==> config.mk <==
export PLATFORM = sky130hd
export DESIGN_NAME = sram_async_ctrl
export DESIGN_NICKNAME = d
export VERILOG_FILES = /design/src/rtl/sram_ctrl_pkg.sv /design/src/rtl/sram_phase_timer.sv /design/src/rtl/sram_rd_capture.sv /design/src/rtl/sram_async_ctrl.sv
export SDC_FILE = /design/constraint.sdc
export NUM_CORES = 1
export LEC_CHECK = 0
export BUFFER_PORTS_ARGS = -buffer_cell sky130_fd_sc_hd__buf_2
export CAP_MARGIN = 20
export CORE_ASPECT_RATIO = 1.25
export CORE_MARGIN = 4
export CORE_UTILIZATION = 42
export CTS_CLUSTER_SIZE = 14
export DETAILED_ROUTE_END_ITERATION = 6
export PLACE_DENSITY = 0.74
export SYNTH_ARGS = -nofsm -noshare
export SYNTH_HDL_FRONTEND = slang
export SYNTH_HIERARCHICAL = 1
export SYNTH_SLANG_ARGS = --single-unit
==> constraint.sdc <==
create_clock -name clk -period 2 [get_ports clk]
set_input_delay 0.2 -clock clk [delete_from_list [all_inputs] [get_ports clk]]
set_output_delay 0.2 -clock clk [all_outputs]
set_load 0.005 [all_outputs]
==> src/rtl/sram_ctrl_pkg.sv <==
package sram_ctrl_pkg;

  typedef enum logic [2:0] {
    ST_IDLE,
    ST_RD,
    ST_TURN,
    ST_WSETUP,
    ST_WPULSE,
    ST_WREC
  } ctrl_state_t;

  // cycles needed to cover a time, rounded up
  function automatic int cdiv(input int num, input int den);
    return (num + den - 1) / den;
  endfunction

  function automatic int max2(input int a, input int b);
    return (a > b) ? a : b;
  endfunction

endpackage

==> src/rtl/sram_phase_timer.sv <==
module sram_phase_timer #(
  parameter int CNT_W = 4
) (
  input  logic             clk,
  input  logic             rst,
  input  logic             load,
  input  logic [CNT_W-1:0] load_val,
  output logic             expired
);
  logic [CNT_W-1:0] cnt_q;

  always_ff @(posedge clk) begin
    if (rst) begin
      cnt_q <= '0;
    end else if (load) begin
      cnt_q <= load_val;
    end else if (cnt_q != '0) begin
      cnt_q <= cnt_q - 1'b1;
    end
  end

  assign expired = (cnt_q == '0);
endmodule

==> src/rtl/sram_rd_capture.sv <==
module sram_rd_capture #(
  parameter int DATA_W = 8
) (
  input  logic              clk,
  input  logic              rst,
  input  logic              capture,
  input  logic [DATA_W-1:0] din,
  output logic [DATA_W-1:0] dout,
  output logic              valid
);
  always_ff @(posedge clk) begin
    if (rst) begin
      dout  <= '0;
      valid <= 1'b0;
    end else begin
      valid <= capture;
      if (capture) dout <= din;
    end
  end

  // result strobe lasts a single cycle
  p_valid_pulse_r4: assert property (@(posedge clk) disable iff (rst)
    valid |=> !valid);
endmodule

==> src/rtl/sram_async_ctrl.sv <==
module sram_async_ctrl
  import sram_ctrl_pkg::*;
#(
  parameter int ADDR_W   = 17,
  parameter int DATA_W   = 8,
  parameter int CLK_PS   = 8000,
  parameter int T_RC_PS  = 55000,
  parameter int T_AA_PS  = 55000,
  parameter int T_OHZ_PS = 30000,
  parameter int T_AS_PS  = 0,
  parameter int T_WP_PS  = 35000,
  parameter int T_DW_PS  = 25000,
  parameter int T_WC_PS  = 55000
) (
  input  logic              clk,
  input  logic              rst,
  input  logic              req_valid,
  output logic              req_ready,
  input  logic              req_write,
  input  logic [ADDR_W-1:0] req_addr,
  input  logic [DATA_W-1:0] req_wdata,
  output logic              rd_valid,
  output logic [DATA_W-1:0] rd_data,
  output logic [ADDR_W-1:0] mem_addr,
  output logic              mem_sel_n,
  output logic              mem_sel_p,
  output logic              mem_we_n,
  output logic              mem_oe_n,
  output logic [DATA_W-1:0] mem_dq_out,
  output logic              mem_dq_oe,
  input  logic [DATA_W-1:0] mem_dq_in
);
  localparam int RD_CYC   = max2(1, max2(cdiv(T_RC_PS, CLK_PS), cdiv(T_AA_PS, CLK_PS)));
  localparam int TURN_CYC = max2(1, cdiv(T_OHZ_PS, CLK_PS));
  localparam int SU_CYC   = max2(1, cdiv(T_AS_PS, CLK_PS));
  localparam int WP_CYC   = max2(1, max2(cdiv(T_WP_PS, CLK_PS), cdiv(T_DW_PS, CLK_PS)));
  localparam int WC_CYC   = cdiv(T_WC_PS, CLK_PS);
  localparam int REC_CYC  = max2(1, WC_CYC - SU_CYC - WP_CYC);
  localparam int MAX_CYC  = max2(max2(RD_CYC, TURN_CYC), max2(max2(SU_CYC, WP_CYC), REC_CYC));
  localparam int CNT_W    = $clog2(MAX_CYC + 1);

  ctrl_state_t      state_q, state_d;
  logic             tmr_load, tmr_done, capture;
  logic [CNT_W-1:0] tmr_val;

  sram_phase_timer #(.CNT_W(CNT_W)) u_timer (
    .clk      (clk),
    .rst      (rst),
    .load     (tmr_load),
    .load_val (tmr_val),
    .expired  (tmr_done)
  );

  assign capture = (state_q == ST_RD) && tmr_done;

  sram_rd_capture #(.DATA_W(DATA_W)) u_capture (
    .clk     (clk),
    .rst     (rst),
    .capture (capture),
    .din     (mem_dq_in),
    .dout    (rd_data),
    .valid   (rd_valid)
  );

  assign req_ready = (state_q == ST_IDLE);

  // next state and phase length
  always_comb begin
    state_d  = state_q;
    tmr_load = 1'b0;
    tmr_val  = '0;
    case (state_q)
      ST_IDLE: if (req_valid) begin
        tmr_load = 1'b1;
        if (req_write) begin
          state_d = ST_WSETUP;
          tmr_val = CNT_W'(SU_CYC - 1);
        end else begin
          state_d = ST_RD;
          tmr_val = CNT_W'(RD_CYC - 1);
        end
      end
      ST_RD: if (tmr_done) begin
        state_d  = ST_TURN;
        tmr_load = 1'b1;
        tmr_val  = CNT_W'(TURN_CYC - 1);
      end
      ST_TURN: if (tmr_done) state_d = ST_IDLE;
      ST_WSETUP: if (tmr_done) begin
        state_d  = ST_WPULSE;
        tmr_load = 1'b1;
        tmr_val  = CNT_W'(WP_CYC - 1);
      end
      ST_WPULSE: if (tmr_done) begin
        state_d  = ST_WREC;
        tmr_load = 1'b1;
        tmr_val  = CNT_W'(REC_CYC - 1);
      end
      ST_WREC: if (tmr_done) state_d = ST_IDLE;
      default: state_d = ST_IDLE;
    endcase
  end

  always_ff @(posedge clk) begin
    if (rst) state_q <= ST_IDLE;
    else     state_q <= state_d;
  end

  // registered memory pins
  always_ff @(posedge clk) begin
    if (rst) begin
      mem_addr   <= '0;
      mem_sel_n  <= 1'b1;
      mem_sel_p  <= 1'b0;
      mem_we_n   <= 1'b1;
      mem_oe_n   <= 1'b1;
      mem_dq_out <= '0;
      mem_dq_oe  <= 1'b0;
    end else begin
      case (state_q)
        ST_IDLE: if (req_valid) begin
          mem_addr  <= req_addr;
          mem_sel_n <= 1'b0;
          mem_sel_p <= 1'b1;
          if (req_write) begin
            mem_dq_out <= req_wdata;
            mem_dq_oe  <= 1'b1;
          end else begin
            mem_oe_n <= 1'b0;
          end
        end
        ST_RD: if (tmr_done) begin
          mem_sel_n <= 1'b1;
          mem_sel_p <= 1'b0;
          mem_oe_n  <= 1'b1;
        end
        ST_WSETUP: if (tmr_done) mem_we_n <= 1'b0;
        ST_WPULSE: if (tmr_done) mem_we_n <= 1'b1;
        ST_WREC: if (tmr_done) begin
          mem_sel_n <= 1'b1;
          mem_sel_p <= 1'b0;
          mem_dq_oe <= 1'b0;
        end
        default: ;
      endcase
    end
  end

  // length of the current low strobe, for the pulse width check
  logic [CNT_W:0] we_low_len;
  always_ff @(posedge clk) begin
    if (rst)                    we_low_len <= '0;
    else if (mem_we_n)          we_low_len <= '0;
    else if (we_low_len != '1)  we_low_len <= we_low_len + 1'b1;
  end

  p_idle_standby_r2: assert property (@(posedge clk) disable iff (rst)
    req_ready |-> (mem_sel_n && !mem_sel_p));

  p_read_quiet_bus_r3: assert property (@(posedge clk) disable iff (rst)
    !mem_oe_n |-> (mem_we_n && !mem_dq_oe));

  p_turnaround_r5: assert property (@(posedge clk) disable iff (rst)
    $rose(mem_oe_n) |=> !mem_dq_oe);

  p_wr_pulse_r6: assert property (@(posedge clk) disable iff (rst)
    $rose(mem_we_n) |-> (we_low_len >= (CNT_W+1)'(WP_CYC)));

  p_we_selected_r7: assert property (@(posedge clk) disable iff (rst)
    !mem_we_n |-> (!mem_sel_n && mem_sel_p && mem_dq_oe));

  p_addr_hold_r8: assert property (@(posedge clk) disable iff (rst)
    !$stable(mem_addr) |-> (mem_we_n && $past(mem_we_n)));

  p_busy_ignore_r9: assert property (@(posedge clk) disable iff (rst)
    (req_valid && !req_ready) |=> $stable(mem_addr));
endmodule

======== Word-level counts from Yosys, hierarchy flattened ========
Cells that the tools add are included.
word-level totals
  word-level logic and storage cells ...... 75
  register bits after elaboration ......... 45
  output and inout bits ................... 40
  input bits .............................. 37
operators by class
  reduce and logical (&&, ||, !) cells .... 19
  add/sub/neg operators ................... 1
  eq/ne operators ......................... 14
  muxes and demuxes ....................... 30
operator list
  operator                                               count
  two-way mux 3 bit                                      10
  one-hot mux 3 bit (5 select lines)                     1
  inequality test 2 bit, second input constant           6
  one-hot mux 1 bit (2 select lines)                     6
  two-way mux 1 bit                                      10
  nonzero test 2 bit                                     5
  one-hot mux 3 bit (3 select lines)                     1
  AND reduction 3 bit                                    3
  AND reduction 4 bit                                    2
  equality test 3 x 2 -> 1 bit, second input constant    2
  equality test 3 bit, second input constant             2
  zero test 3 bit                                        2
  inequality test 2 x 1 -> 1 bit, second input constant  3
  AND reduction 5 bit                                    1
  two-way mux 2 bit                                      2
  OR reduction 2 bit                                     2
  equality test 3 x 1 -> 1 bit, second input constant    1
  nonzero test 3 bit                                     1
  OR reduction 3 bit                                     1
  subtractor 3 x 1 -> 3 bit, second input constant       1
  AND reduction 2 bit                                    1
  logical AND 1 bit                                      1

======== Logic depth before layout (Yosys ltp) ========
Gate-level depths: netlist (run 1).
  word-level depth ........................ 4
  gate-level depth with buffers ........... 9
  mapped depth without buffers ............ 8

======== By module ========
The synthesis (run 1) kept the hierarchy.
modules (own cells, without submodules)
  module            cells an instance  area each (µm²)  seq. area each (µm²)  times used
  sram_async_ctrl   158                1321.3           660.6                 1
  sram_rd_capture   28                 312.8            180.2                 1
  sram_phase_timer  22                 206.4            60.1                  1

======== Worst setup path before layout (run 1) ========
OpenSTA, ideal clock, no wires.
  path kind ............................... register to register
  start point ............................. register u_timer.cnt_q[0]
  end point ............................... register u_timer.cnt_q[1]
  cell stages (with the launch flop) ...... 10
  slack ................................... 0.019 ns
  buffers on the path ..................... 1
  library setup time ...................... 0.112 ns
  data required time ...................... 1.888 ns
  arrival time ............................ 1.869 ns
  period minus slack after synthesis ...... 1.981 ns
  cells stage by stage .................... dfxtp_1 > inv_1 > ha_1 > nand2b_1 > inv_1 > clkbuf_1 > a21oi_1 > o21ai_0 > nor2b_1 > a2111oi_1
on the way
  longest elaborated chain between the ends .. 4
  elaborated cells between the ends (all ways) .. 10
  those cells by class .................... add/sub (1); mux (6); reduce/logical (3)
RTL lines
  element                                                         line                                                                 text
  from (decl)                                                     sram_phase_timer.sv:10                                               logic [CNT_W-1:0] cnt_q;
  from (signal assigned)                                          sram_phase_timer.sv:16                                               cnt_q <= load_val;
  from (signal assigned)                                          sram_phase_timer.sv:18                                               cnt_q <= cnt_q - 1'b1;
  zero test 3 bit (*)                                             sram_phase_timer.sv:22                                               assign expired = (cnt_q == '0);
  via tmr_done                                                    sram_async_ctrl.sv:43                                                logic tmr_load, tmr_done, capture;
  two-way mux 1 bit (*)                                           sram_async_ctrl.sv:83, sram_async_ctrl.sv:89, sram_async_ctrl.sv:94
  one-hot mux 1 bit (2 select lines) (*)                          sram_async_ctrl.sv:72                                                case (state_q)
  via tmr_load                                                    sram_async_ctrl.sv:43
  two-way mux 3 bit / nonzero test 2 bit (equally long branches)  --
Mark *: on every way through the listed nets, which the timed path passes. The rest lies on a longest branch. The select of a mux whose other input is x is not followed.
A chain may end at the register's enable or synchronous reset.

======== Final worst setup path (run 1) ========
  start point ............................. register u_timer.cnt_q[0]
  end point ............................... register u_capture.dout[0]
on the way
  longest elaborated chain between the ends .. 2
RTL lines
  element               line                    text
  zero test 3 bit       sram_phase_timer.sv:22
  via tmr_done          sram_async_ctrl.sv:43
  logical AND 1 bit     sram_async_ctrl.sv:54   assign capture = (state_q == ST_RD) && tmr_done;
  via capture           sram_async_ctrl.sv:43
  to (signal assigned)  sram_rd_capture.sv:17   if (capture) dout <= din;
  to (decl)             sram_rd_capture.sv:8    output logic [DATA_W-1:0] dout,
The timed path passes the listed nets, and every way through them passes these cells.

==> qor.txt, run 1 <==
most frequent cells in the layout: buf_2 (76), dfxtp_1 (45), nand2_1 (37)
Core Rows: 26
critical path startpoint: u_timer/cnt_q[0]$_SDFFE_PP0P_
CP peak stage delay: 0.32 ns
synthesized instance count: 208
Placer Congestion: 0.7581
first-pass GRT wire length: 6810 um
DP HPWL: 3003 um
Post-CTS Setup Inserts: 0
Max-Cap Viols: 0
Buffers on Ports: 76
Cell Area, Synth: 1841 um^2
CP cell instances: inv_1 -> ha_1 -> nand2b_1 -> inv_1 -> buf_4 -> and4bb_2 -> buf_4 -> mux2i_1 -> nor2_1
Setup Crit Path Kind: flip-flop to flip-flop
async set-reset flop share out of synthesis: 0%
final non-filler cell total: 340
share of cells above drive strength 1: 34.86%
Bufs and invs on worst path: 4
Global Route Usage Sum: 15.85%
grt ovf: 0
n_diodes: 0
area grow syn2layout: 30.80%
peak supply drop: 0.5435 mV
Seq cells post-synth: 45
power per cell area: 1184 nW/um^2
Root Buffer: clkbuf_8
Hold Fails Final Rpt: 0
largest net degree at the start of global routing: 30
HP Start: req_addr[3]
Final period util: 92.66%
DRT Pass-1 Iters: 4
Routed WL: 4252 um
drt initial violations: 85
WL/cell: 12.51 um
Yosys cell types: 35
# setup viols final: 0
number of global-route vias before repair: 1599
DIE WIDTH: 67.21 um
Die ar.: 5512 um^2
simple-gate share of the synthesized area: 22.03%
post-synthesis mux area share: 4.895%
Top Family by Delay on Critical Path: buffers and inverters
worst-margin pin slew: 0.5094 ns
normalized max-slew margin: 66.04%
clk sinks: 45
RSZ-0062 raised after global routing: false
type of the most critical hold path: input port to flip-flop
CP Capture Type: flip-flop
register area share after synthesis: 48.95%
Lkg Pwr: 1.092 nW
Syn Area/Cell: 8.849 um^2
Initial Util: 44.20%
dpl cell area: 2260 um^2
XOR/XNOR share of the synthesized area: 0%
largest family of logic cells by synthesized area: simple AND/OR/NAND/NOR gates
Die H: 82.01 um
net count after synthesis: 247
Via Count: 1696
CTS H-Tree Depth: 2
Post-synth EDFFs: 0
Core Region: 4164 um^2
Warnings, synthesis: 6
number of I/O pins: 77
# nets final: 322
commonest non-fill, non-tap cell in the layout: buf_2
startpoint types: flip-flop
clk_lat worst skew: 0.30 ns
minimum clock period: 1.853 ns
fin area: 2407 um^2
DRC violations left: 0
FF-to-FF Start: u_timer/cnt_q[0]$_SDFFE_PP0P_
Final Skew: 0.006397 ns
final slew viol count: 0
clock buffer count from CTS: 5
Fmax: 539.6 MHz
placed cells: 332
slowest CP cell: dfxtp_1
Data arrival, critical path: 2.04 ns
maximum buffer depth of the clock tree: 2
DR vias/cell: 4.988
ys flop type: dfxtp_1
Data required, critical path: 2.19 ns
antenna violations before repair: 0
status: finished, final reports clean
CTS clock-pin slew for the worst setup and hold paths: 0.09 ns
CTS tree: done
maximum net fanout on the critical path: 10
Synth Area in Adders: 1.360%
Final ANT Viol Nets: 0
Synth Area in Compound Gates: 17.00%
[registers in the layout, indices dropped and copies added (netlist names)]
register	flops
mem_addr	17
mem_dq_oe	1
mem_dq_out	8
mem_oe_n	1
mem_sel_n	1
mem_sel_p	1
mem_we_n	1
state_q	3
u_capture/dout	8
u_capture/valid	1
u_timer/cnt_q	3
[cells in the mapped netlist, drive strengths merged, types with 2 or more instances]
cell | instances | area [um^2]
a21oi | 29 | 145.1
nor4b | 3 | 41.29
a21o | 3 | 22.52
nand3 | 12 | 60.06
o21ai | 11 | 58.81
buf | 6 | 48.79
nand2 | 37 | 138.9
mux2i | 9 | 90.09
nor2 | 11 | 41.29
inv | 6 | 22.52
a2111oi | 3 | 28.78
dfxtp | 45 | 900.9
ha | 2 | 25.02
a31oi | 2 | 18.77
clkbuf | 9 | 35.03
nor2b | 7 | 43.79
[logic make-up (layout without fill, tap and decap cells)]
family,after synthesis,after routing
mux,9,9
fa+ha+maj,2,2
simple gates,79,79
buf+inv,21,97
compound gates,52,52
flops,45,45
[metrics by stage]
step	power [mW]	util, %	setup WS, ns	hold WS, ns	setup TNS (ns)
after floorplan	1.768	-	0.01859	0.2679	0
after global placement	2.018	54.27	0.03687	0.4313	0
after detailed placement	2.043	54.27	-0.07205	0.4430	-0.1239
after CTS	2.878	57.57	0.09885	0.1191	0
after global routing	3.039	57.81	0.01359	0.1368	0
final	2.851	57.81	0.1469	0.1308	0
[layer usage]
layer / part of all wire (%) / GRT usage (%) / routed length [um]
met4: 1.4 / 6.085 / 60
met3: 8.3 / 4.514 / 351
met1: 41 / 17.23 / 1741
met2: 49 / 28.61 / 2099
met5: 0 / 0 / 0
[power by group]
| part | total (mW) | switching, mW | internal, mW | leakage (nW) |
|---|---|---|---|---|
| clock | 0.818 | 0.315 | 0.503 | 0.0687 |
| sequential | 1.12 | 0.0817 | 1.04 | 0.368 |
| combinational | 0.911 | 0.489 | 0.422 | 0.655 |
[worst paths after layout]
check | slack, ns | depth (start not counted) | end
worst max-delay path | 0.15 | 9 | u_capture/dout[0]$_SDFFE_PP0P_
worst max register to register | 0.15 | 9 | u_capture/dout[0]$_SDFFE_PP0P_
worst min-delay path | 0.13 | 3 | mem_addr[3]$_SDFFE_PP0P_
worst min register to register | 0.45 | 2 | mem_addr[3]$_SDFFE_PP0P_
[cell type report]
cell class | instances | area [um^2]
Tap cell | 56 | 70.07
Sequential cell | 45 | 900.9
Timing Repair Buffer | 83 | 432.9
Multi-Input combinational cell | 142 | 843.3
Inverter | 6 | 22.52
Clock buffer | 5 | 68.82
Clock inverter | 3 | 68.82
Fill cell | 392 | 1757
[tightest hold or removal path, cell delays in order]
cell,delay [ns]
buf_2,0.09
nand2_1,0.04
a21oi_1,0.05
[repair_timing]
| action | CTS | global route |
|---|---|---|
| endpoints found under the setup margin | 2 | 2 |
| hold buffers | 0 | 0 |
| resized for setup | 1 | 2 |
| pin swaps | 0 | 0 |
Power figures use the tool's default switching activity.
==> run 2: changes to the inputs <==
==> constraint.sdc (replaced) <==
create_clock -name clk -period 2 [get_ports clk]
set_input_delay 0.1 -clock clk [delete_from_list [all_inputs] [get_ports clk]]
set_output_delay 0.1 -clock clk [all_outputs]
set_load 0.005 [all_outputs]
==> run 2 against run 1 <==
  * Sequential share of layout area rose by 0.45 points
  * Utilization fell by 0.69 points
  * Routed wire length fell by 2.0%
  * Register-to-register slack about the same
  * Die area stayed put
  * Fmax rose by 0.46%
  * Flip-flop and latch count stayed put
  * Critical path type unchanged
  * Largest power group unchanged
  * Highest routed layer unchanged
==> qor.txt, run 2 (synthesized netlist as in run 1, its figures left out) <==
Core Rows: 26
met1 WL: 1819 um
CP Capture Type: flip-flop
commonest non-fill, non-tap cell in the layout: buf_2
grt ovf: 0
Initial Util: 44.20%
area grow syn2layout: 29.23%
Routed WL: 4169 um
# setup viols final: 0
Root Buffer: clkbuf_8
minimum clock period: 1.845 ns
normalized max-slew margin: 71.67%
drt initial violations: 87
cts hold-fix bufs: 0
Max-Cap Viols: 0
clock buffer count from CTS: 5
Post-CTS Setup Inserts: 0
DRT Pass-1 Iters: 4
clk_lat worst skew: 0.29 ns
status: finished, final reports clean
critical path startpoint: u_timer/cnt_q[0]$_SDFFE_PP0P_
DIE WIDTH: 67.21 um
antenna violations before repair: 0
# nets final: 322
share of cells above drive strength 1: 34.51%
Buffers on Ports: 76
Placer Congestion: 0.7632
Met3 Routed Length: 288 um
FF+latch area: 900.9 um^2
Global Route Usage Sum: 15.49%
n_diodes: 0
Fmax: 542.1 MHz
Lkg Pwr: 1.077 nW
number of global-route vias before repair: 1504
final non-filler cell total: 340
maximum net fanout on the critical path: 9
DRC violations left: 0
clk sinks: 45
Final Skew: 0.005403 ns
startpoint types: flip-flop
Multi-input gate area: 837.1 um^2
largest net degree at the start of global routing: 30
DP HPWL: 2920 um
WHS: 0.02974 ns
Data required, critical path: 2.18 ns
Hold Fails Final Rpt: 0
Final ANT Viol Nets: 0
Final Power: 2.709 mW
DR vias/cell: 4.906
final core occ: 57.12%
worst r2r dst: u_capture/dout[6]$_SDFFE_PP0P_
final slew viol count: 0
Die H: 82.01 um
reg2reg path depth: 9
first-pass GRT wire length: 6644 um
Core Region: 4164 um^2
met2 wire length: 2047 um
WL/cell: 12.26 um
peak supply drop: 0.6169 mV
placed cells: 332
most frequent cells in the layout: buf_2 (76), dfxtp_1 (45), nand2_1 (37)
RSZ-0062 raised after global routing: false
Final period util: 92.24%
type of the most critical hold path: input port to flip-flop
FF-to-FF Start: u_timer/cnt_q[0]$_SDFFE_PP0P_
CTS H-Tree Depth: 2
number of I/O pins: 77
power per cell area: 1139 nW/um^2
R2R setup slack: 0.16 ns
leading registers by flop count: mem_addr: 17 flops, mem_dq_out: 8 flops, u_capture/dout: 8 flops
Biggest register: mem_addr
Via Count: 1668
Data arrival, critical path: 2.03 ns
worst-margin pin slew: 0.4249 ns
CTS tree: done
maximum buffer depth of the clock tree: 2
DR top layer: met4
Die ar.: 5512 um^2
Setup crit end: u_capture/dout[6]$_SDFFE_PP0P_
fill count: 421
Setup Crit Path Kind: flip-flop to flip-flop
CTS clock-pin slew for the worst setup and hold paths: 0.09 ns
Largest register FFs: 17
[run 2: repair_timing]
action                                  in CTS  in global routing
pin swaps                                    0                  0
endpoints found under the setup margin       2                  2
gates resized for setup                      1                  1
hold endpoints to repair                     0                  0
[run 2: cell type report]
| cell class | count | share of cell area [%] |
|---|---|---|
| repair buffers | 83 | 18.20 |
| well taps | 56 | 2.946 |
| multi-input cells | 142 | 35.19 |
| inverters | 6 | 0.9469 |
| clock inverters | 3 | 1.946 |
| clock buffers | 5 | 2.893 |
| flip-flops and latches | 45 | 37.87 |
[run 2: where the power goes]
| part | leakage [nW] | internal (mW) | switching, mW | total (mW) |
|---|---|---|---|---|
| registers | 0.368 | 1.04 | 0.0821 | 1.12 |
| clock network | 0.0543 | 0.374 | 0.318 | 0.692 |
| logic | 0.654 | 0.417 | 0.477 | 0.895 |
[run 2: critical path, stage by stage (launching register included)]
cell and delay (ns):
dfxtp_1 0.33, inv_1 0.08, ha_1 0.20, nand2b_1 0.11, inv_1 0.13, buf_4 0.16
and4bb_2 0.28, buf_4 0.20, mux2i_1 0.20, nor2_1 0.05
[run 2: per-layer routing]
metal	GRT usage [%]	vias up
met3	4.651	2
li1	-	859
met5	0	-
met1	17.10	761
met2	28.32	46
met4	4.260	0
[run 2: per-stage QoR]
step / area (um^2) / setup WS, ns / setup TNS, ns
finish: 2379 / 0.1553 / 0
global route: 2379 / 0.002347 / 0
CTS: 2375 / 0.1001 / 0
detailed placement: 2260 / -0.06055 / -0.1156
global placement: 2260 / 0.03509 / 0
floorplan: 1841 / 0.01859 / 0
[run 2: worst min path at each step]
stage / startpoint / end / depth (start not counted)
after CTS: req_addr[2] / mem_addr[2]$_SDFFE_PP0P_ / 3
after global placement: mem_dq_in[6] / u_capture/dout[6]$_SDFFE_PP0P_ / 3
after detailed placement: req_addr[2] / mem_addr[2]$_SDFFE_PP0P_ / 3
after global routing: req_addr[0] / mem_addr[0]$_SDFFE_PP0P_ / 3
after floorplan: rst / u_timer/cnt_q[2]$_SDFFE_PP0P_ / 1
final: req_addr[14] / mem_addr[14]$_SDFFE_PP0P_ / 3
